File: config.mk
export PLATFORM = sky130hd
export DESIGN_NAME = rexec_ctrl
export DESIGN_NICKNAME = d
export VERILOG_FILES = /design/src/rtl/rexec_pkg.sv /design/src/rtl/rexec_stage_cmp.sv /design/src/rtl/rexec_oldest_pick.sv /design/src/rtl/rexec_retry_track.sv /design/src/rtl/rexec_ctrl.sv
export SDC_FILE = /design/constraint.sdc
export NUM_CORES = 1
export LEC_CHECK = 0
export ABC_AREA = 1
export ABC_CLOCK_PERIOD_IN_PS = 5300
export BUFFER_PORTS_ARGS = -buffer_cell sky130_fd_sc_hd__buf_4
export CAP_MARGIN = 10
export CELL_PAD_IN_SITES_DETAIL_PLACEMENT = 1
export CELL_PAD_IN_SITES_GLOBAL_PLACEMENT = 1
export CORE_ASPECT_RATIO = 0.8
export CORE_UTILIZATION = 25
export CTS_BUF_LIST = sky130_fd_sc_hd__clkbuf_8
export CTS_CLUSTER_DIAMETER = 100
export DETAILED_ROUTE_END_ITERATION = 6
export GPL_TIMING_DRIVEN = 0
export PLACE_DENSITY_LB_ADDON = 0.2
export SKIP_LAST_GASP = 1
export SLEW_MARGIN = 20
export SYNTH_ARGS = -nofsm -noshare
export SYNTH_HDL_FRONTEND = slang
export SYNTH_SLANG_ARGS = --single-unit
export TNS_END_PERCENT = 50
File: constraint.sdc
create_clock -name clk -period 5.3 [get_ports clk]
set_input_delay 0.53 -clock clk [delete_from_list [all_inputs] [get_ports clk]]
set_output_delay 0.53 -clock clk [all_outputs]
set_load 0.01 [all_outputs]
File: src/rtl/rexec_pkg.sv
package rexec_pkg;
  typedef enum logic [2:0] {
    STG_FETCH  = 3'd0,
    STG_DECODE = 3'd1,
    STG_RDREG  = 3'd2,
    STG_EXEC   = 3'd3,
    STG_MEM    = 3'd4,
    STG_WBACK  = 3'd5
  } stage_e;
  localparam int unsigned STAGE_COUNT = 6;
endpackage

File: src/rtl/rexec_stage_cmp.sv
module rexec_stage_cmp #(
  parameter int unsigned PCW  = 16,
  parameter int unsigned SPW  = 2,
  parameter int unsigned SIGW = 16
) (
  input  logic            clk,
  input  logic            rst_n,
  input  logic            kill_i,
  input  logic            vld_i,
  input  logic [SIGW-1:0] sig_i,
  input  logic [SIGW-1:0] peer_i,
  input  logic [PCW-1:0]  pc_i,
  input  logic [SPW-1:0]  spc_i,
  output logic            vld_q_o,
  output logic [PCW-1:0]  pc_q_o,
  output logic [SPW-1:0]  spc_q_o,
  output logic            mis_o
);
  logic            vld_q, vld_d;
  logic            cap_en;
  logic [SIGW-1:0] sig_q, peer_q;
  logic [PCW-1:0]  pc_q;
  logic [SPW-1:0]  spc_q;

  always_comb begin
    vld_d  = vld_i & ~kill_i;
    cap_en = vld_d;
  end

  always_ff @(posedge clk or negedge rst_n) begin
    if (!rst_n) vld_q <= 1'b0;
    else        vld_q <= vld_d;
  end

  always_ff @(posedge clk or negedge rst_n) begin
    if (!rst_n) begin
      sig_q  <= '0;
      peer_q <= '0;
      pc_q   <= '0;
      spc_q  <= '0;
    end else if (cap_en) begin
      sig_q  <= sig_i;
      peer_q <= peer_i;
      pc_q   <= pc_i;
      spc_q  <= spc_i;
    end
  end

  always_comb begin
    vld_q_o = vld_q;
    pc_q_o  = pc_q;
    spc_q_o = spc_q;
    mis_o   = vld_q & (sig_q != peer_q);
  end
endmodule

File: src/rtl/rexec_oldest_pick.sv
module rexec_oldest_pick #(
  parameter int unsigned NSTG = 6,
  parameter int unsigned IDXW = 3
) (
  input  logic [NSTG-1:0] mis_i,
  output logic            any_o,
  output logic [IDXW-1:0] idx_o,
  output logic [NSTG-1:0] flush_o
);
  always_comb begin
    any_o = |mis_i;
    idx_o = '0;
    for (int i = 0; i < NSTG; i++) begin
      if (mis_i[i]) idx_o = IDXW'(i);
    end
    for (int j = 0; j < NSTG; j++) begin
      flush_o[j] = any_o & (IDXW'(j) <= idx_o);
    end
  end
endmodule

File: src/rtl/rexec_retry_track.sv
module rexec_retry_track #(
  parameter int unsigned NSTG  = 6,
  parameter int unsigned IDXW  = 3,
  parameter int unsigned PCW   = 16,
  parameter int unsigned SPW   = 2,
  parameter int unsigned CNTW  = 8,
  parameter int unsigned NESTW = 3
) (
  input  logic             clk,
  input  logic             rst_n,
  input  logic             evt_i,
  input  logic [PCW-1:0]   fail_pc_i,
  input  logic [SPW-1:0]   fail_spc_i,
  input  logic [IDXW-1:0]  fail_idx_i,
  input  logic [NSTG-1:0]  fail_flush_i,
  input  logic             wb_vld_i,
  input  logic [PCW-1:0]   wb_pc_i,
  input  logic [SPW-1:0]   wb_spc_i,
  output logic             redir_o,
  output logic [PCW-1:0]   redir_pc_o,
  output logic [SPW-1:0]   redir_spc_o,
  output logic [NSTG-1:0]  flush_o,
  output logic [IDXW-1:0]  stage_o,
  output logic             in_retry_o,
  output logic [NESTW-1:0] nest_o,
  output logic [CNTW-1:0]  cnt_o
);
  localparam logic [CNTW-1:0]  CNT_MAX  = {CNTW{1'b1}};
  localparam logic [NESTW-1:0] NEST_MAX = {NESTW{1'b1}};

  logic             redir_q, redir_d;
  logic [PCW-1:0]   rpc_q, rpc_d, snap_pc_q, snap_pc_d;
  logic [SPW-1:0]   rspc_q, rspc_d, snap_spc_q, snap_spc_d;
  logic [NSTG-1:0]  flush_q, flush_d;
  logic [IDXW-1:0]  stage_q, stage_d;
  logic             retry_q, retry_d;
  logic [NESTW-1:0] nest_q, nest_d;
  logic [CNTW-1:0]  cnt_q, cnt_d;
  logic             done;
  logic             out_en;

  always_comb begin
    done       = retry_q & wb_vld_i & ~evt_i &
                 (wb_pc_i == snap_pc_q) & (wb_spc_i == snap_spc_q);
    out_en     = evt_i | redir_q;
    redir_d    = evt_i;
    rpc_d      = rpc_q;
    rspc_d     = rspc_q;
    stage_d    = stage_q;
    flush_d    = '0;
    snap_pc_d  = snap_pc_q;
    snap_spc_d = snap_spc_q;
    retry_d    = retry_q;
    nest_d     = nest_q;
    cnt_d      = cnt_q;
    if (evt_i) begin
      flush_d = fail_flush_i;
      stage_d = fail_idx_i;
      cnt_d   = (cnt_q == CNT_MAX) ? cnt_q : cnt_q + 1'b1;
      if (retry_q) begin
        rpc_d  = snap_pc_q;
        rspc_d = snap_spc_q;
        nest_d = (nest_q == NEST_MAX) ? nest_q : nest_q + 1'b1;
      end else begin
        rpc_d      = fail_pc_i;
        rspc_d     = fail_spc_i;
        snap_pc_d  = fail_pc_i;
        snap_spc_d = fail_spc_i;
        retry_d    = 1'b1;
        nest_d     = NESTW'(1);
      end
    end else if (done) begin
      retry_d = 1'b0;
      nest_d  = '0;
    end
  end

  always_ff @(posedge clk or negedge rst_n) begin
    if (!rst_n) begin
      redir_q <= 1'b0;
      flush_q <= '0;
      retry_q <= 1'b0;
      nest_q  <= '0;
      cnt_q   <= '0;
    end else begin
      redir_q <= redir_d;
      flush_q <= flush_d;
      retry_q <= retry_d;
      nest_q  <= nest_d;
      cnt_q   <= cnt_d;
    end
  end

  always_ff @(posedge clk or negedge rst_n) begin
    if (!rst_n) begin
      rpc_q      <= '0;
      rspc_q     <= '0;
      stage_q    <= '0;
      snap_pc_q  <= '0;
      snap_spc_q <= '0;
    end else if (out_en) begin
      rpc_q      <= rpc_d;
      rspc_q     <= rspc_d;
      stage_q    <= stage_d;
      snap_pc_q  <= snap_pc_d;
      snap_spc_q <= snap_spc_d;
    end
  end

  always_comb begin
    redir_o     = redir_q;
    redir_pc_o  = rpc_q;
    redir_spc_o = rspc_q;
    flush_o     = flush_q;
    stage_o     = stage_q;
    in_retry_o  = retry_q;
    nest_o      = nest_q;
    cnt_o       = cnt_q;
  end
endmodule

File: src/rtl/rexec_ctrl.sv
module rexec_ctrl #(
  parameter int unsigned NSTG  = rexec_pkg::STAGE_COUNT,
  parameter int unsigned PCW   = 16,
  parameter int unsigned SPW   = 2,
  parameter int unsigned SIGW  = 16,
  parameter int unsigned CNTW  = 8,
  parameter int unsigned NESTW = 3,
  localparam int unsigned IDXW = $clog2(NSTG)
) (
  input  logic                 clk,
  input  logic                 rst_n,
  input  logic [NSTG-1:0]      stg_vld_i,
  input  logic [NSTG*SIGW-1:0] stg_sig_i,
  input  logic [NSTG*SIGW-1:0] peer_sig_i,
  input  logic [NSTG*PCW-1:0]  stg_pc_i,
  input  logic [NSTG*SPW-1:0]  stg_spc_i,
  output logic                 mismatch_o,
  output logic [PCW-1:0]       redirect_pc_o,
  output logic [SPW-1:0]       redirect_spc_o,
  output logic [NSTG-1:0]      flush_o,
  output logic [IDXW-1:0]      mis_stage_o,
  output logic                 in_retry_o,
  output logic [NESTW-1:0]     retry_nest_o,
  output logic [CNTW-1:0]      retry_cnt_o
);
  localparam int unsigned WB_IDX = NSTG - 1;

  logic [NSTG-1:0] cap_vld;
  logic [NSTG-1:0] cap_mis;
  logic [PCW-1:0]  cap_pc  [NSTG];
  logic [SPW-1:0]  cap_spc [NSTG];
  logic            any_mis;
  logic [IDXW-1:0] sel_idx;
  logic [NSTG-1:0] sel_flush;
  logic            kill;
  logic            redir;
  logic [PCW-1:0]  sel_pc;
  logic [SPW-1:0]  sel_spc;

  always_comb kill = any_mis | redir;

  for (genvar g = 0; g < NSTG; g++) begin : g_stage
    rexec_stage_cmp #(.PCW(PCW), .SPW(SPW), .SIGW(SIGW)) u_cmp (
      .clk     (clk),
      .rst_n   (rst_n),
      .kill_i  (kill),
      .vld_i   (stg_vld_i[g]),
      .sig_i   (stg_sig_i[g*SIGW +: SIGW]),
      .peer_i  (peer_sig_i[g*SIGW +: SIGW]),
      .pc_i    (stg_pc_i[g*PCW +: PCW]),
      .spc_i   (stg_spc_i[g*SPW +: SPW]),
      .vld_q_o (cap_vld[g]),
      .pc_q_o  (cap_pc[g]),
      .spc_q_o (cap_spc[g]),
      .mis_o   (cap_mis[g])
    );
  end

  rexec_oldest_pick #(.NSTG(NSTG), .IDXW(IDXW)) u_pick (
    .mis_i   (cap_mis),
    .any_o   (any_mis),
    .idx_o   (sel_idx),
    .flush_o (sel_flush)
  );

  always_comb begin
    sel_pc  = '0;
    sel_spc = '0;
    for (int i = 0; i < NSTG; i++) begin
      if (IDXW'(i) == sel_idx) begin
        sel_pc  = cap_pc[i];
        sel_spc = cap_spc[i];
      end
    end
  end

  rexec_retry_track #(
    .NSTG(NSTG), .IDXW(IDXW), .PCW(PCW), .SPW(SPW), .CNTW(CNTW), .NESTW(NESTW)
  ) u_track (
    .clk          (clk),
    .rst_n        (rst_n),
    .evt_i        (any_mis),
    .fail_pc_i    (sel_pc),
    .fail_spc_i   (sel_spc),
    .fail_idx_i   (sel_idx),
    .fail_flush_i (sel_flush),
    .wb_vld_i     (cap_vld[WB_IDX]),
    .wb_pc_i      (cap_pc[WB_IDX]),
    .wb_spc_i     (cap_spc[WB_IDX]),
    .redir_o      (redir),
    .redir_pc_o   (redirect_pc_o),
    .redir_spc_o  (redirect_spc_o),
    .flush_o      (flush_o),
    .stage_o      (mis_stage_o),
    .in_retry_o   (in_retry_o),
    .nest_o       (retry_nest_o),
    .cnt_o        (retry_cnt_o)
  );

  always_comb mismatch_o = redir;
endmodule

==> impl_metrics.ini <==
[outcome]
status = complete, no violations

[sta]
fmax_mhz = 303
skew_ps = 25.4
rsz0062_at_grt = false
post-route-worst-setup-slack_ps = 2000
hold_viol_final = 0
fin_crit_ps = 3300
setup_viol = 0
slew-limit-headroom = 0.516
min_period_over_period = 0.622
worst_slew_pin_slew_ps = 726
maxSlewViolCount = 0
fin_setup_tns_ps = 0

[synth]
syn-num-nets = 2278
ys_seq_area_frac = 0.546
syn_avg_cell_area_sq_um = 8.04
synth_area_sq_um = 15800
synthMuxAreaShare = 0
synth_compound_area_frac = 0.115
yosys.area_share.simple = 0.235
yosysWarnings = 0
synthXorXnorAreaFrac = 0.0233
synth-adder-area-share = 0.00237
ys_types = 35
synth_cells = 1967
synth_top_family_by_area = simple AND/OR/NAND/NOR gates
synth_seq_cells = 345

[worst_hold_path]
hp-start = stg_sig_i[0]
hold_path.class = in -> reg
min_delay_path_depth = 3
worstHoldEndpoint = g_stage[0].u_cmp.sig_q[0]

[floorplanning]
dieHeight_microns = 227
rows = 82
io_pins = 348
die-area_sq_um = 64300
fp.coreArea_sq_um = 62600
initial_core_util = 0.253
die_x_microns = 283

[routing]
via_per_inst = 4.43
drc = 0
ant_nets = 0
dr.pass1.iters = 5
drtIter0Drc = 709
num_vias = 14500
wl_microns = 60100
wl_per_cell_microns = 18.3

[critical_path]
startpoint = g_stage[4].u_cmp.peer_q[11]
rr_endpoint = g_stage[3].u_cmp.sig_q[5]
crit_type = reg -> reg
path_max_fanout = 10
worstReg2RegStart = g_stage[4].u_cmp.peer_q[11]
cp.required_ps = 5850
worst_setup_path_start_kind = register
crit_path_end_kind = register
cp.arrival_ps = 3850
rr_worst_depth = 15
r2r_slack_ps = 2000

[global_routing]
busiest_layer = met2
grt_overflow = 0
met2_usage = 0.296
grt_pass1_wl_microns = 91700
grt_util_met3 = 0.0560
grt_usage = 0.188
grt_pass1_vias = 15800
grt_max_degree = 91
met1_usage = 0.249
antenna_found_initial = 10

[cts]
cts_sinks = 345
htree_num_levels = 3
clkTransAtPathRegs_ps = 60
cts_tree = done
cts_buffers = 67
cts_buffer_depth = 3
cts_resized = 0
insertion_delay_ps = 630
root_buffer = clkbuf_8

[final_layout]
fillers = 7606
layout_commonest_cell = nand2_1
layout-drive-gt1-share = 0.210
fin_cells = 3278
mostFrequentLayoutCells = nand2_1 (722), buf_4 (356), dfrtp_1 (345)
nets = 2699
multiInputGateArea_sq_um = 5940
syn2layout_area_growth_pct = 32.5
seq_area_sq_um = 8630

[power_and_ir_drop]
p_per_area_nw_per_um2 = 579
ir_drop_v = 0.000141
p_leak_nw = 10.5

[placed_design]
hpwl_microns = 46800
gp_congestion = 0.814
portBuffers = 347
pre_cts_slack_ps = 1980
dpl.cell_count = 3158

[flow_run]
drv_cap = 0
cells in the mapped netlist:
cell       count  area share
ha_1           3      0.0024
xnor2_1       11      0.0061
nand4_1       10      0.0040
o21ai_0      291       0.092
nand2_4        2      0.0014
nor3_1         4      0.0013
a22o_1         2      0.0011
buf_4         10      0.0047
clkbuf_1      41      0.0097
nand3b_1       2     0.00095
nor2_2         4      0.0016
nor2_4         4      0.0028
buf_2         19      0.0060
a21boi_0       1     0.00047
nand2_1      722        0.17
nor2_8         1      0.0013
buf_1          3     0.00071
inv_2          5      0.0012
or2_1          1     0.00040
nand2_2        4      0.0016
xor2_1        31       0.017
nand3_1       58       0.018
o211ai_1       2     0.00095
clkbuf_2       1     0.00032
a211oi_1       1     0.00047
inv_1        190       0.045
nor4_1         2     0.00079
buf_6         13      0.0093
a21oi_1       18      0.0057
nor2_1       125       0.030
o22ai_1       12      0.0047
dfrtp_1      345        0.55
clkinv_1       5      0.0012
o2111ai_1      6      0.0033
o21ai_1       18      0.0057
through the flow:
step	instance area (sq um)	util	total power [W]	hold slack [ps]
global route	20900	0.335	0.0132	50.2
CTS	20900	0.335	0.0124	30.7
floorplan	15800	-	0.00746	234
detailed placement	19600	0.313	0.00956	466
global placement	19500	0.311	0.00930	464
finish	20900	0.335	0.0121	93.0
registers in the layout (all words and copies together), names as in the netlist:
signal / flops
u_track.nest_o: 3
u_track.snap_pc_q: 16
g_stage.u_cmp.vld_q_o: 6
g_stage.u_cmp.sig_q: 96
u_track.in_retry_o: 1
u_track.snap_spc_q: 2
g_stage.u_cmp.peer_q: 96
u_track.cnt_o: 8
u_track.stage_o: 3
u_track.flush_o: 6
g_stage.u_cmp.spc_q_o: 12
g_stage.u_cmp.pc_q_o: 96
layer usage:
metal | routed length [microns] | vias up
li1 | - | 7034
met1 | 27700 | 7071
met2 | 27200 | 290
met3 | 3510 | 99
met4 | 1630 | 12
met5 | 84 | -
how the worst max path moves through the flow:
stage,end,cells after the start
after CTS,g_stage[3].u_cmp.sig_q[5],15
after global placement,g_stage[1].u_cmp.sig_q[12],1
after floorplan,g_stage[4].u_cmp.pc_q_o[10],15
after detailed placement,g_stage[3].u_cmp.sig_q[4],15
final,g_stage[3].u_cmp.sig_q[5],15
after global routing,g_stage[3].u_cmp.sig_q[5],16
cell families after synthesis:
kind of cell	after synthesis
AO/OA/AOI/OAI	351
XOR/XNOR	42
adder cells (fa/ha/maj)	3
buffers and inverters	287
flip-flops	345
AND/OR/NAND/NOR	939
worst max-delay path, cell delays in order, from the launching register on:
cell and delay [ps]:
dfrtp_1 380, xor2_1 280, nor2_1 70, nand2_1 70, nor2_1 40, nand2_1 80, nand2_1 210, nand2_2 180
inv_2 80, nand2_4 160, or2_1 280, buf_6 320, buf_6 220, clkbuf_1 580, o21ai_0 160, nand2_1 90
final cells by class:
type / count / area share
multi-input combinational: 1335 / 0.284
inverter: 200 / 0.0358
clock buffer: 87 / 0.0572
tap: 840 / 0.0502
buffer: 87 / 0.0232
clock inverter: 28 / 0.00687
sequential: 345 / 0.412
timing repair buffer: 352 / 0.130
antenna: 4 / 0.000478
report_power, final:
| group | total (W) | internal (W) | switching (W) |
|---|---|---|---|
| Sequential | 0.00476 | 0.00393 | 0.000826 |
| Combinational | 0.00467 | 0.00168 | 0.00299 |
| Clock | 0.00270 | 0.00151 | 0.00119 |
| Total | 0.0121 | 0.00711 | 0.00501 |
repair_timing:
| item | 4_1_cts | 5_1_grt |
|---|---|---|
| setup buffers | 0 | 0 |
| hold buffers | 1 | 0 |
| endpoints found under the hold margin | 61 | 0 |
(Power assumes the default switching activity.)
